==> src/rtl/pac_pkg.sv <==
package pac_pkg;

    typedef enum logic [1:0] {
        ACC_READ  = 2'b00,
        ACC_WRITE = 2'b01,
        ACC_FETCH = 2'b10,
        ACC_ALT   = 2'b11
    } acc_kind_e;

    localparam int unsigned CODE_W   = 3;
    localparam int unsigned FC_PROT  = 0;
    localparam int unsigned FC_WRITE = 1;
    localparam int unsigned FC_USER  = 2;

    typedef struct packed {
        logic              grant;
        logic [CODE_W-1:0] code;
    } verdict_t;

endpackage

==> src/rtl/pac_rsp_stage.sv <==
module pac_rsp_stage
    import pac_pkg::*;
(
    input  logic              clk,
    input  logic              rst_n,
    input  logic              req_valid,
    output logic              req_ready,
    input  verdict_t          verdict,
    output logic              rsp_valid,
    input  logic              rsp_ready,
    output logic              rsp_grant,
    output logic              rsp_fault,
    output logic [CODE_W-1:0] rsp_code
);

    typedef struct packed {
        logic     valid;
        verdict_t v;
    } rsp_state_t;

    rsp_state_t st_d, st_q;
    logic       take;

    always_comb begin
        st_d      = st_q;
        req_ready = !st_q.valid || rsp_ready;
        take      = req_valid && req_ready;
        if (take) begin
            st_d.valid = 1'b1;
            st_d.v     = verdict;
        end else if (rsp_ready) begin
            st_d.valid = 1'b0;
        end
    end

    always_ff @(posedge clk) begin
        if (!rst_n) begin
            st_q <= '0;
        end else begin
            st_q <= st_d;
        end
    end

    assign rsp_valid = st_q.valid;
    assign rsp_grant = st_q.valid &&  st_q.v.grant;
    assign rsp_fault = st_q.valid && !st_q.v.grant;
    assign rsp_code  = st_q.v.code;

    AST_HOLD_WHEN_STALLED: assert property (@(posedge clk) disable iff (!rst_n)
        rsp_valid && !rsp_ready |=> rsp_valid && $stable(rsp_grant) && $stable(rsp_code));
    AST_ACCEPT_GIVES_VERDICT: assert property (@(posedge clk) disable iff (!rst_n)
        req_valid && req_ready |=> rsp_valid);
    AST_GRANT_CLEAN_CODE: assert property (@(posedge clk) disable iff (!rst_n)
        rsp_grant |-> rsp_code == '0);

endmodule

==> config.mk <==
export PLATFORM = sky130hd
export DESIGN_NAME = pac_rsp_stage
export DESIGN_NICKNAME = d
export VERILOG_FILES = /design/src/rtl/pac_pkg.sv /design/src/rtl/pac_rsp_stage.sv
export SDC_FILE = /design/constraint.sdc
export NUM_CORES = 1
export LEC_CHECK = 0
export BUFFER_PORTS_ARGS = -buffer_cell sky130_fd_sc_hd__buf_2
export CAP_MARGIN = 20
export CORE_AREA = 2 2 39 41
export CTS_CLUSTER_DIAMETER = 30
export DETAILED_ROUTE_END_ITERATION = 7
export DIE_AREA = 0 0 41 43
export PLACE_DENSITY_LB_ADDON = 0.08
export REMOVE_ABC_BUFFERS = 1
export SLEW_MARGIN = 20
export SYNTH_ARGS = -nofsm -noshare
export SYNTH_HDL_FRONTEND = slang
export SYNTH_SLANG_ARGS = --single-unit
==> constraint.sdc <==
create_clock -name clk -period 1.9 [get_ports clk]
set_input_delay 0.095 -clock clk [delete_from_list [all_inputs] [get_ports clk]]
set_output_delay 0.095 -clock clk [all_outputs]
set_load 0.005 [all_outputs]
==> results.yml <==
outcome:
  outcome: "finished clean"
drt:
  drt-initial-drc-count: 0
  routedWlPerCell_um: 9.88
  wl_um: 563
  ant_nets: 0
  dr.pass1.iters: 1
  vias: 224
  vias_per_cell: 3.93
  drc: 0
final_layout:
  drive_above_1_share: 0.537
  nets: 50
  antennaDiodeCount: 0
  syn_to_final_growth_pct: 31.3
synthesis:
  synth_cells: 28
  ys_top_cells_by_area: "dfxtp_1 (40%), o21ai_2 (14%), nand4_1 (10%), buf_4 (9.0%), nand2_1 (6.0%)"
  synth.distinct_cells: 13
  yosysMostFrequentCell: "dfxtp_1"
  synthArstFlopShare: 0
  synth-edff-count: 0
  netlist_area_um2: 251
  syn_avg_cell_area_um2: 8.98
  ys.flop_type: "dfxtp_1"
  synth-seq-cells: 5
  ys_seq_area_frac: 0.398
  yosysWarnings: 0
  synthTopCellsByCount: "dfxtp_1 (5), nand2_1 (4), nand4_1 (4), o21ai_2 (4), buf_4 (3)"
  synth_top_area_cell: "dfxtp_1"
  synth.top_cell.area_share: 0.398
pwr:
  ir_worst_vdd_v: 0.000192
  p_per_area_nw_per_um2: 837
  leakagePower_nw: 0.157
setup_path:
  crit_path_end_kind: "output pin"
  cp_max_fo: 7
  crit_required_ns: 1.80
  cp_data_arrival_time_ns: 0.93
  cp-start-kind: "flop"
  crit_type: "flop to output pin"
clock_tree:
  clock_sinks: 5
  post_cts_resized: 0
  post_cts.repair.setup_buffers: 0
  clock_path_buffers: 2
  clk_latency_ns: 0.24
  path_clk_slew_ns: 0.04
  cts_inserted_buffers: 3
  htree_levels: 1
  cts_tree: "yes"
  cts_root_buffer: "clkbuf_4"
  hold_buffers: 0
timing:
  worstMarginPinSlew_ns: 0.253
  report.final.slew_viol_count: 0
  hold_viol_final: 0
  tns_ns: 0
  fin_skew_ns: 0.00169
  fin_crit_ns: 1.03
  fin_hold_ws_ns: 0.0997
  max_freq_mhz: 973
  setup_viol: 0
  fin_crit_sh: 0.541
  rsz0062_at_grt: "false"
  slew_headroom: 0.831
placed_design:
  numPortBuffers: 14
  gp_congestion: 0.676
  hpwl_um: 409
global_routing:
  grt_max_degree: 10
  grtUsageTotal: 0.0775
  grt_pass1_vias: 191
  grt_pass1_wl_um: 807
  antenna_found_initial: 0
  grt_overflow: 0
worst_hold_path:
  hp-class: "input pin to flop"
run:
  drv_cap: 0
floorplan:
  core_area_um2: 1380
  dieArea_um2: 1760
  num_rows: 14
  start_util: 0.182
  ios: 15
  die_h_um: 43
  die_w_um: 41
## through the flow
step	setup WS [ns]	power, mW	std cells	util	cell area [um^2]
2_1_floorplan	1.02	0.134	23	-	214
3_3_place_gp	0.982	0.155	53	0.220	304
3_5_place_dp	0.977	0.155	53	0.220	304
4_1_cts	0.862	0.285	57	0.239	330
5_1_grt	0.775	0.293	57	0.239	330
6_report	0.872	0.277	57	0.239	330
## layout by cell type, fill, tap and decap left out, drive strengths merged
cell type / synthesis / layout
nor2b: 1 / 1
o21ai: 4 / 4
a21boi: 1 / 1
and2: 2 / 2
nand4: 4 / 4
clkbuf: 1 / 4
buf: 4 / 14
dfxtp: 5 / 5
nand2b: 1 / 1
inv: 1 / 1
nand2: 4 / 4
## sequential cells by signal (all words and copies together) (netlist names)
register and count:
st_q 1, rsp_valid 1, rsp_code 3
## where the power goes
| group | internal (mW) | leakage, nW | total, mW | switching [mW] |
|---|---|---|---|---|
| Combinational | 0.0184 | 0.101 | 0.0371 | 0.0186 |
| Sequential | 0.112 | 0.0413 | 0.116 | 0.00352 |
| Clock | 0.0795 | 0.0150 | 0.124 | 0.0444 |
| Total | 0.210 | 0.157 | 0.277 | 0.0666 |
## final timing paths
path,from,end,slack (ns),depth (start not counted)
worst min register to register,rsp_code[2]$_SDFFE_PN0P_,rsp_code[2]$_SDFFE_PN0P_,0.45,2
worst max register to register,rsp_valid$_SDFFE_PN0P_,rsp_code[1]$_SDFFE_PN0P_,0.96,3
worst max-delay path,rsp_valid$_SDFFE_PN0P_,req_ready,0.87,2
worst min-delay path,verdict[2],rsp_code[2]$_SDFFE_PN0P_,0.1,3
## routing by layer
layer	part of all wire	up-vias	track usage	wire, um
met5	0	-	0	0
met4	0	0	0.100	0
met3	0.15	0	0.0366	84
met2	0.40	11	0.0688	224
met1	0.45	95	0.107	255
li1	-	118	-	-
## layout make-up
class                           instances  area (um^2)
Fill cell                             155         1050
Multi-Input combinational cell         17          110
Sequential cell                         5          100
Timing Repair Buffer                   14         70.1
Clock buffer                            4         26.3
Tap cell                               16         20.0
Inverter                                1         3.75
## critical path, stage by stage (launching register included)
cell and delay, ns:
dfxtp_1 0.34, nand2b_1 0.17, buf_2 0.18
## logic make-up (layout without fill, tap and decap cells)
family / Yosys count / count (layout) / share of synthesized area
AO/OA/AOI/OAI: 5 / 5 / 0.169
buffers and inverters: 6 / 19 / 0.164
flip-flops: 5 / 5 / 0.398
AND/OR/NAND/NOR: 12 / 12 / 0.269
Note: power is estimated with default switching activity, not from simulation.
